File: src/rtl/swallow_pkg.sv
package swallow_pkg;

   // Modulus select passed from the swallow counter to the prescaler.
   typedef enum logic {
      MOD_P  = 1'b0,
      MOD_P1 = 1'b1
   } modsel_e;

endpackage

File: src/rtl/swallow_prescaler.sv
// Dual-modulus prescaler modelled as a digital counter on the fast clock.
module swallow_prescaler
   import swallow_pkg::*;
#(
   parameter int P_MOD = 64
) (
   input  logic    clk,
   input  logic    rst,
   input  logic    active,
   input  modsel_e msel,
   output logic    tick
);

   localparam int PW = $clog2(P_MOD + 1);
   localparam logic [PW-1:0] TOP_HI = PW'(P_MOD);
   localparam logic [PW-1:0] TOP_LO = PW'(P_MOD - 1);

   logic [PW-1:0] pcnt;
   logic [PW-1:0] term;

   assign term = (msel == MOD_P1) ? TOP_HI : TOP_LO;
   assign tick = active && (pcnt == term);

   always_ff @(posedge clk) begin
      if (rst) begin
         pcnt <= '0;
      end else if (!active || tick) begin
         pcnt <= '0;
      end else begin
         pcnt <= pcnt + PW'(1);
      end
   end

   AST_PRESCALE_RANGE: assert property (@(posedge clk) disable iff (rst)
      pcnt <= TOP_HI);

endmodule

File: src/rtl/swallow_acount.sv
// Swallow counter: holds the prescaler in P+1 until it has counted A ticks.
module swallow_acount
   import swallow_pkg::*;
#(
   parameter int A_W = 7
) (
   input  logic           clk,
   input  logic           rst,
   input  logic           load,
   input  logic           tick,
   input  logic [A_W-1:0] a_in,
   output modsel_e        msel
);

   logic [A_W-1:0] cnt;

   always_ff @(posedge clk) begin
      if (rst) begin
         cnt <= '0;
      end else if (load) begin
         cnt <= a_in;
      end else if (tick && (cnt != '0)) begin
         cnt <= cnt - A_W'(1);
      end
   end

   assign msel = (cnt != '0) ? MOD_P1 : MOD_P;

   AST_SWALLOW_PARKED: assert property (@(posedge clk) disable iff (rst)
      ((cnt == '0) && !load) |=> (cnt == '0));

endmodule

File: src/rtl/swallow_main.sv
// Main counter: counts prescaler periods and marks the end of a division cycle.
module swallow_main #(
   parameter int NP_W = 11,
   parameter int A_W  = 7
) (
   input  logic            clk,
   input  logic            rst,
   input  logic            tick,
   input  logic [NP_W-1:0] np_in,
   input  logic [A_W-1:0]  a_in,
   output logic            active,
   output logic            load,
   output logic            last
);

   logic [NP_W-1:0] cnt;

   assign active = (cnt != '0);
   assign last   = tick && (cnt == NP_W'(1));
   assign load   = !active || last;

   always_ff @(posedge clk) begin
      if (rst) begin
         cnt <= '0;
      end else if (load) begin
         cnt <= np_in;
      end else if (tick) begin
         cnt <= cnt - NP_W'(1);
      end
   end

   AST_NP_ABOVE_A: assert property (@(posedge clk) disable iff (rst)
      load |-> (np_in > NP_W'(a_in)));

endmodule

File: src/rtl/swallow_divider.sv
// Pulse-swallow programmable divider: ratio P*NP + A.
module swallow_divider
   import swallow_pkg::*;
#(
   parameter int P_MOD     = 64,
   parameter int NP_W      = 11,
   parameter int A_W       = 7,
   parameter bit PULSE_REG = 1'b0
) (
   input  logic            clk,
   input  logic            rst,
   input  logic [NP_W-1:0] np_set,
   input  logic [A_W-1:0]  a_set,
   output logic            mode_hi,
   output logic            ref_pulse
);

   // Elaboration-time parameter checks.
   if (P_MOD < 2) begin : g_bad_pmod
      $error("swallow_divider: P_MOD must be at least 2");
   end
   if (NP_W < 2) begin : g_bad_npw
      $error("swallow_divider: NP_W must be at least 2");
   end
   if ((A_W < 1) || (A_W > NP_W)) begin : g_bad_aw
      $error("swallow_divider: A_W must lie in 1..NP_W");
   end

   logic    tick;
   logic    active;
   logic    load;
   logic    last;
   modsel_e msel;

   swallow_prescaler #(.P_MOD(P_MOD)) u_pre (
      .clk    (clk),
      .rst    (rst),
      .active (active),
      .msel   (msel),
      .tick   (tick)
   );

   swallow_acount #(.A_W(A_W)) u_swal (
      .clk  (clk),
      .rst  (rst),
      .load (load),
      .tick (tick),
      .a_in (a_set),
      .msel (msel)
   );

   swallow_main #(.NP_W(NP_W), .A_W(A_W)) u_main (
      .clk    (clk),
      .rst    (rst),
      .tick   (tick),
      .np_in  (np_set),
      .a_in   (a_set),
      .active (active),
      .load   (load),
      .last   (last)
   );

   assign mode_hi = (msel == MOD_P1);

   if (PULSE_REG) begin : g_pulse_reg
      logic pulse_q;
      always_ff @(posedge clk) begin
         if (rst) begin
            pulse_q <= 1'b0;
         end else begin
            pulse_q <= last;
         end
      end
      assign ref_pulse = pulse_q;
   end else begin : g_pulse_comb
      assign ref_pulse = last;
   end

   AST_PULSE_ONE_WIDE: assert property (@(posedge clk) disable iff (rst)
      ref_pulse |=> !ref_pulse);

   AST_MODE_STEADY: assert property (@(posedge clk) disable iff (rst)
      (!tick && !load) |=> (mode_hi == $past(mode_hi)));

   AST_MODE_LOW_AT_END: assert property (@(posedge clk) disable iff (rst)
      last |-> !mode_hi);

   AST_MODE_NO_REARM: assert property (@(posedge clk) disable iff (rst)
      (!mode_hi && !load) |=> !mode_hi);

endmodule

File: config.mk
export PLATFORM = sky130hd
export DESIGN_NAME = swallow_divider
export DESIGN_NICKNAME = d
export VERILOG_FILES = /design/src/rtl/swallow_pkg.sv /design/src/rtl/swallow_prescaler.sv /design/src/rtl/swallow_acount.sv /design/src/rtl/swallow_main.sv /design/src/rtl/swallow_divider.sv
export SDC_FILE = /design/constraint.sdc
export NUM_CORES = 1
export LEC_CHECK = 0
export ABC_CLOCK_PERIOD_IN_PS = 3600
export BUFFER_PORTS_ARGS = -buffer_cell sky130_fd_sc_hd__buf_4
export CAP_MARGIN = 20
export CORE_ASPECT_RATIO = 2
export CORE_MARGIN = 2
export CORE_UTILIZATION = 45
export CTS_CLUSTER_DIAMETER = 120
export DETAILED_ROUTE_END_ITERATION = 8
export PLACE_DENSITY = 0.65
export SLEW_MARGIN = 20
export SYNTH_ARGS = -nofsm -noshare
export SYNTH_HDL_FRONTEND = slang
export SYNTH_SLANG_ARGS = --single-unit
File: constraint.sdc
create_clock -name clk -period 3.6 [get_ports clk]
set_input_delay 0.9 -clock clk [delete_from_list [all_inputs] [get_ports clk]]
set_output_delay 0.9 -clock clk [all_outputs]
set_load 0.03 [all_outputs]
==> impl_metrics.json <==
{
  "maximum_number_of_pins_on_one_net_before_global_route_repair": 21,
  "cts.clk_slew.worst_paths_ps": 90,
  "finalNonFillerCells": 235,
  "routability_driven_placement_congestion_ratio": 0.901,
  "cpPeakStageDelay_ps": 590,
  "detail_route.wirelength_um": 3890,
  "synth_simple_gate_area_share_pct": 28.0,
  "path_class": "reg2out",
  "dp_cells": 231,
  "cts-root-to-sink-buffers": 2,
  "layout-area-overhead-vs-synth_pct": 14.9,
  "synth_cell_types": 45,
  "fp_rows": 29,
  "path_length_in_cells_of_the_critical_path": 5,
  "design.die.area_sq_um": 3800,
  "setup.worst_path.end_class": "output pin",
  "max_freq_mhz": 299,
  "drive_above_1_share_pct": 16.7,
  "grt_overflow_total": 0,
  "hpwl_um": 2950,
  "postCtsHoldBufs": 0,
  "worst-endpoint-required_ps": 2700,
  "pin_count": 22,
  "timing.hold.worst.class": "reg2reg",
  "die_height_um": 85.2,
  "drv_cap": 0,
  "crit_path_arrival_time_ps": 2440,
  "postSynthRegisterBits": 25,
  "timing.max_slew.rel_slack_pct": 56.8,
  "clockRootBuffer": "sky130_fd_sc_hd__clkbuf_8",
  "detail-route-antenna-nets": 0,
  "synth-compound-area-share_pct": 23.1,
  "min_period_over_period_pct": 92.8,
  "setup_total_negative_slack_ps": 0,
  "leakage_nw": 0.644,
  "worst_skew_pair.late_latency_ps": 270,
  "detailroute.via_count": 1472,
  "status": "complete, no violations",
  "clock_sinks": 25,
  "insertedDiodeCount": 0,
  "final-setup-viol-count": 0,
  "grt_antenna_before_repair": 0,
  "synth_area_sq_um": 1480,
  "synthCells": 186,
  "startpoint_type": "register",
  "crit_path_top_delay_cell": "sky130_fd_sc_hd__or4_4",
  "worst_pin_slew_ps": 647,
  "layout_commonest_cell": "sky130_fd_sc_hd__dfxtp_1",
  "netlist.top_cell.by_area": "sky130_fd_sc_hd__dfxtp_1",
  "ys.flop_type": "sky130_fd_sc_hd__dfxtp_1",
  "start_util_pct": 47.0,
  "drt-pass1-iter-count": 4,
  "wire_length_of_the_first_global_routing_pass_um": 6550,
  "r2r_start": "u_main.cnt[0]$_SDFFE_PP0P_",
  "n_fill_cell": 332,
  "hold_viol": 0,
  "reg2reg_depth": 7,
  "timing.reg2reg.setup_slack_ps": 880,
  "fin_worst_skew_ps": 6.61,
  "ir_worst_vdd_mv": 0.724,
  "total_nets_final": 229,
  "worstPathBufferInverterCount": 2,
  "synth_top_cells_by_area": "sky130_fd_sc_hd__dfxtp_1 (34%), sky130_fd_sc_hd__o21ai_0 (5.7%), sky130_fd_sc_hd__nor2_1 (4.6%)",
  "synth_enable_flop_cells": 0,
  "power_mw": 1.61,
  "number_of_global_route_vias_before_repair": 1453,
  "yosysWarningCount": 0,
  "cts_repair_resize_count": 0,
  "synth_seq_area_share_pct": 33.8,
  "global_route.usage.total_pct": 22.6,
  "drt-vias-per-instance": 6.26,
  "post-route-drc-count": 0,
  "port_buffers": 21,
  "period_minus_slack_ps": 3340,
  "drt-initial-drc-count": 41,
  "endpoint": "ref_pulse",
  "post_cts_buffers": 0,
  "tritoncts": "built",
  "syn_area_per_cell_sq_um": 7.97,
  "critical_path.cell_chain": "or4_4, o211a_1, o21ai_1, inv_1, buf_4",
  "synthArstFlopShare_pct": 0,
  "synth_top_cell_area_share_pct": 33.8,
  "setup_slack_after_placement_ps": 635,
  "syn_nets": 210,
  "route.detailed.wl_per_inst_um": 16.5,
  "cpLargestDelayFamily": "compound AO/OA/AOI/OAI gates",
  "drv_slew": 0,
  "cts_htree_levels": 1,
  "placed_area_sq_um": 1660,
  "post_synth_fa_ha_maj_area_fraction_pct": 3.38,
  "finish.instance_area_sq_um": 1700,
  "power_density_over_the_cells_nw_per_um2": 947,
  "die_width_um": 44.6,
  "crit_path_start": "u_swal.cnt[2]$_SDFFE_PP0P_",
  "mux_contribution_to_synthesized_area_pct": 1.35,
  "grt_setup_unrepaired": "no",
  "largest_family_of_logic_cells_by_synthesized_area": "simple AND/OR/NAND/NOR gates",
  "numCtsBuffers": 3,
  "timing.rr.end": "u_main.cnt[4]$_SDFFE_PP0P_",
  "layout_setup_ws_ps": 260,
  "final_cell_mix": "sky130_fd_sc_hd__dfxtp_1 (25), sky130_fd_sc_hd__buf_4 (23), sky130_fd_sc_hd__nor2_1 (18)",
  "core-area_sq_um": 3160,
  "worstPathMaxFanout": 12,
  "synth-xor-area-share_pct": 5.91
}
synthesized netlist by cell type, types with 5 or more instances:
library cell and count:
sky130_fd_sc_hd__a21oi_1 13, sky130_fd_sc_hd__a311oi_1 5, sky130_fd_sc_hd__a31oi_1 6, sky130_fd_sc_hd__clkbuf_1 7, sky130_fd_sc_hd__dfxtp_1 25, sky130_fd_sc_hd__inv_1 8
sky130_fd_sc_hd__nand2_1 7, sky130_fd_sc_hd__nand3_1 10, sky130_fd_sc_hd__nor2_1 18, sky130_fd_sc_hd__nor3_1 7, sky130_fd_sc_hd__o21ai_0 17, sky130_fd_sc_hd__xor2_1 6
registers in the layout, summed over array words and instances, names as in the netlist:
signal,flops
u_main.cnt,11
u_swal.cnt,7
u_pre.pcnt,7
report_power, final:
group          total (mW)  switching [mW]  internal (mW)
sequential          0.478           0.105          0.373
clock               0.171          0.0916         0.0793
combinational       0.964           0.585          0.379
total                1.61           0.782          0.831
worst reg2reg max path, cell delays in order (launching register included):
cell                      delay (ps)
sky130_fd_sc_hd__dfxtp_1         370
sky130_fd_sc_hd__inv_1           110
sky130_fd_sc_hd__ha_1            290
sky130_fd_sc_hd__or4b_2          680
sky130_fd_sc_hd__nor2_1          280
sky130_fd_sc_hd__nand2_1         380
sky130_fd_sc_hd__a211o_1         390
sky130_fd_sc_hd__a31oi_1         150
stage by stage:
| stage | hold slack (ps) | utilization, % |
|---|---|---|
| after floorplan | 441 | - |
| after global placement | 457 | 52.5 |
| after detailed placement | 474 | 52.5 |
| after CTS | 484 | 53.9 |
| after global routing | 527 | 53.9 |
| final | 479 | 53.9 |
cell families after synthesis:
logic type | Yosys count
compound gates | 55
fa+ha+maj | 4
mux | 2
simple gates | 73
flops | 25
buf+inv | 17
xor+xnor | 10
final cells by class:
class | instances | area [sq um] | area share, %
Clock buffer | 4 | 45.0 | 2.65
Sequential cell | 25 | 500 | 29.4
Tap cell | 31 | 38.8 | 2.28
Timing Repair Buffer | 23 | 173 | 10.1
Multi-Input combinational cell | 144 | 916 | 53.8
Inverter | 8 | 30.0 | 1.76
metal layers:
metal  part of all wire (%)  vias up  track usage, %
li1                       -      727               -
met1                     40      695            26.5
met2                     54       39            39.4
met3                    3.0       11            2.13
met4                    3.1        0            9.92
met5                      0        -               0
worst min-delay path by stage:
stage                                             end  cells past startpoint                   startpoint
after floorplan            u_main.cnt[8]$_SDFFE_PP0P_                      2   u_main.cnt[8]$_SDFFE_PP0P_
after global placement     u_main.cnt[8]$_SDFFE_PP0P_                      2   u_main.cnt[8]$_SDFFE_PP0P_
after detailed placement  u_main.cnt[10]$_SDFFE_PP0P_                      2  u_main.cnt[10]$_SDFFE_PP0P_
after CTS                 u_main.cnt[10]$_SDFFE_PP0P_                      2  u_main.cnt[10]$_SDFFE_PP0P_
after global routing      u_main.cnt[10]$_SDFFE_PP0P_                      2  u_main.cnt[10]$_SDFFE_PP0P_
final                     u_main.cnt[10]$_SDFFE_PP0P_                      2  u_main.cnt[10]$_SDFFE_PP0P_
Note: power is estimated with default switching activity, not from simulation.
